File: src/rtl/cpu_reset_seq.sv
module cpu_reset_seq #(
  parameter int ADDR_W = 24,
  parameter int DATA_W = 32,
  parameter int IPM_W  = 3
) (
  input  logic              clk,
  input  logic              mst_rst,
  input  logic              bkpt_in,
  output logic              mem_req,
  output logic [ADDR_W-1:0] mem_addr,
  input  logic              mem_ack,
  input  logic [DATA_W-1:0] mem_rdata,
  output logic [1:0]        sr_trace,
  output logic              sr_super,
  output logic [IPM_W-1:0]  sr_ipm,
  output logic [ADDR_W-1:0] vbr,
  output logic [DATA_W-1:0] isp,
  output logic [DATA_W-1:0] pc,
  output logic              dbg_req,
  output logic              start,
  output logic              core_run
);

  localparam logic [ADDR_W-1:0] WORD_BYTES = ADDR_W'(DATA_W / 8);

  typedef enum logic [2:0] {
    RESET_HOLD, SAMPLE_BKPT, FETCH_SP, FETCH_PC, RUN
  } st_t;

  st_t st;

  assign sr_trace = 2'b00;
  assign sr_super = 1'b1;
  assign sr_ipm   = {IPM_W{1'b1}};
  assign vbr      = '0;

  assign mem_req  = (st == FETCH_SP) || (st == FETCH_PC);
  assign mem_addr = (st == FETCH_PC) ? vbr + WORD_BYTES : vbr;
  assign core_run = (st == RUN);

  always_ff @(posedge clk or posedge mst_rst) begin
    if (mst_rst) begin
      st      <= RESET_HOLD;
      isp     <= '0;
      pc      <= '0;
      dbg_req <= 1'b0;
      start   <= 1'b0;
    end else begin
      start <= 1'b0;
      case (st)
        RESET_HOLD:  st <= SAMPLE_BKPT;
        SAMPLE_BKPT: begin
          dbg_req <= bkpt_in;
          st      <= FETCH_SP;
        end
        FETCH_SP: if (mem_ack) begin
          isp <= mem_rdata;
          st  <= FETCH_PC;
        end
        FETCH_PC: if (mem_ack) begin
          pc    <= mem_rdata;
          start <= 1'b1;
          st    <= RUN;
        end
        default: st <= RUN;
      endcase
    end
  end

endmodule

File: config.mk
export PLATFORM = sky130hd
export DESIGN_NAME = cpu_reset_seq
export DESIGN_NICKNAME = d
export VERILOG_FILES = /design/src/rtl/cpu_reset_seq.sv
export SDC_FILE = /design/constraint.sdc
export NUM_CORES = 1
export LEC_CHECK = 0
export ABC_AREA = 1
export BUFFER_PORTS_ARGS = -buffer_cell sky130_fd_sc_hd__buf_2
export CORE_ASPECT_RATIO = 1.75
export CORE_MARGIN = 2
export CORE_UTILIZATION = 49
export CTS_CLUSTER_DIAMETER = 60
export DETAILED_ROUTE_END_ITERATION = 10
export PLACE_DENSITY = 0.94
export SLEW_MARGIN = 40
export SYNTH_ARGS = -nofsm -noshare
export SYNTH_HDL_FRONTEND = slang
export SYNTH_SLANG_ARGS = --single-unit
File: constraint.sdc
create_clock -name clk -period 2.95 [get_ports clk]
set_input_delay 0.295 -clock clk [delete_from_list [all_inputs] [get_ports clk]]
set_output_delay 0.295 -clock clk [all_outputs]
set_load 0.1 [all_outputs]
==> summary.txt <==
Die
  • Core Area: 6230 µm²
  • Die width: 65 µm
  • Die Y: 111 µm
  • Die outline area: 7200 µm²
  • Rows: 38
  • IO Count: between 150 and 200
  • Initial cell density of the core: between 50% and 60%

Global routing
  • Wire length of the first global-routing pass: 12000 µm
  • Remaining Overflow, GRT: 0
  • Number of antenna violations at the first check in global routing: 0
  • Largest net degree at the start of global routing: 67
  • Overall global routing resource usage: 21.9%
  • Number of global-route vias before repair: approximately 2500

CTS
  • CTS tree: built
  • Count of H-tree levels built during CTS: 3
  • Buffers inserted by post-CTS timing repair: 0
  • Clock buffer depth: 2
  • Root Driver: clkbuf_8
  • Post-CTS resize count: 0
  • Total clock buffers created by CTS: 9
  • Insertion delay to the later sink of the worst-skew pair: 0.34 ns
  • Clock-pin transition on the worst setup and hold timing paths: 0.07 ns
  • Post-CTS Hold Fix Bufs: 0
  • Sinks on the clock net: between 60 and 70

Worst setup path
  • Stage delay of the slowest cell on the critical path: roughly 0.50 ns
  • Critical Path AT: 1.80 ns
  • Slowest CP cell: buf_2
  • Required time worst endpoint: 2.65 ns
  • Setup Crit Path Kind: flop to output port
  • CP Capture Type: output port
  • CP Launch Type: flop
  • Cells along the critical path: inv_1 -> nor2_2 -> buf_4 -> buf_2
  • Maximum fanout encountered on the critical timing path: 34

Timing
  • Total Neg Setup Slack: 0 ns
  • Worst-margin pin slew: 0.638 ns
  • Slew Limit Headroom: 57.5%
  • Crit share post-route: 71.1%
  • Setup Viol. Count Final: 0
  • Final Slew Violations: 0
  • Unrepaired setup endpoints after global routing: false
  • Worst hold slack: 0.0229 ns
  • Max Clock Freq: 477 MHz
  • Final min period: 2.10 ns
  • Final hold vios: 0
  • Clock Skews: 0.00698 ns

Layout
  • Filler Cells Inserted: 555
  • End-of-flow core utilization: 60.2%
  • Count of antenna diodes in the layout: 0
  • Post-synthesis to final-layout area growth: 17.5%
  • Layout cells sized above 1: roughly 28%
  • # nets final: 497

Synth
  • Commonest cells in the netlist: nand2_1, dfrtp_1, buf_4, nand3_1, nand4_1
  • Dominant synthesized flop cell: dfrtp_1
  • Number of distinct library cell variants in the gate-level netlist after synthesis: 18
  • Top-count cell post-synth: nand2_1
  • Syn Area/Cell: approximately 9 µm²
  • Portion of the post-synthesis area used by sequential elements: between 50% and 60%
  • Main area contributors after synthesis: dfrtp_1, nand2_1, buf_4, nand4_1, nand3_1
  • Cells after synthesis: 363
  • Ys async rst share: 100%
  • Total standard cell area after synthesis: 3190 µm²
  • Cell taking the most area after synthesis: dfrtp_1
  • Number of storage elements in the synthesis netlist: 69
  • Yosys top cell area share: 54.1%
  • Number of warnings printed during yosys synthesis: 0
  • Number of enable flip-flop cells after synthesis: 0

Drt
  • Antenna Violating Nets Remaining: 0
  • DR vias/cell: 4.94
  • Total via count after detailed routing: 2698
  • Residual DRC: 0
  • Number of detailed-route iterations in the first pass: 4
  • WL/cell: between 10 and 15 µm
  • Iteration-0 DRC Markers: 240
  • Total routed wirelength: approximately 7300 µm

Place
  • Final GP Congestion: about 0.8
  • Port Buffer Count: 104
  • Half-perimeter wire length after detailed placement: 5140 µm

Min path
  • Worst hold path class: input pin to async pin

Flow run
  • Maximum Capacitance Violations: 0

Outcome
  • Run status: finished clean
==> cells by family (layout without fill, tap and decap cells) <==
family	Yosys count	in the layout	share of synthesized area, %
buf+inv	82	134	16.5
simple gates	206	206	28.5
flops	69	69	54.1
compound gates	4	4	0.627
other cells	2	53	0.235
==> registers in the layout, summed over array words and instances (netlist names) <==
register / count
isp: 32
pc: 32
st: 3
dbg_req: 1
start: 1
==> final cells by class <==
type / instances / area [µm²] / share of cell area (%)
timing repair buffer: 111 / 573 / 15.3
tap: 80 / 100 / 2.67
sequential: 69 / 1730 / 46.0
clock inverter: 5 / 50.0 / 1.33
clock buffer: 11 / 141 / 3.77
multi-input combinational: 263 / 1130 / 30.1
inverter: 7 / 28.8 / 0.767
==> path summary, 6_finish.rpt <==
kind                       cells past startpoint  slack [ns]    startpoint  endpoint
min reg2reg                                    2        0.47       isp[18]   isp[18]
max                                            4        0.85         st[1]   mem_req
max reg2reg                                    5        1.29         st[1]    pc[24]
min                                            2        0.02       mst_rst   isp[31]
min in group clk                               3        0.20  mem_rdata[6]     pc[6]
max in group asynchronous                      3        2.26       mst_rst    pc[28]
==> layer usage <==
| metal | up-vias | GRT usage (%) | share of wire, % |
|---|---|---|---|
| met2 | 170 | 35.7 | 53 |
| met4 | 0 | 10.4 | 2.6 |
| met5 | - | 0 | 0 |
| met3 | 17 | 5.99 | 8.2 |
| met1 | 1244 | 26.1 | 37 |
| li1 | 1267 | - | - |
==> stage by stage <==
step	instances	setup slack (ns)	instance area [µm²]
2_1_floorplan	414	0.0975	3380
3_3_place_gp	530	1.27	3560
3_5_place_dp	530	1.22	3560
4_1_cts	546	0.840	3750
5_1_grt	546	0.739	3750
6_report	546	0.853	3750
==> critical path: cells and delay by family, from the launching register on <==
kind,cells,cell delay (ns)
buffers and inverters,3,0.94
and+or+nand+nor,1,0.08
DFF,1,0.43
==> cells in the final DEF (no fill, tap or decap) <==
master       n
a21oi_1      1
buf_2      104
buf_4        7
bufinv_16    1
clkbuf_1     1
clkbuf_8    10
clkinv_2     4
conb_1      53
dfrtp_1     69
inv_1        5
inv_2        1
inv_4        1
nand2_1    134
nand2_2      1
nand3_1     33
nand4_1     33
nor2_1       2
nor2_2       1
nor2_4       1
nor3_1       1
o21ai_0      2
o21ai_1      1
Power is left out: the tool's default activity adds up to more than one toggle a clock period on the data nets, which glitch-free logic cannot reach.
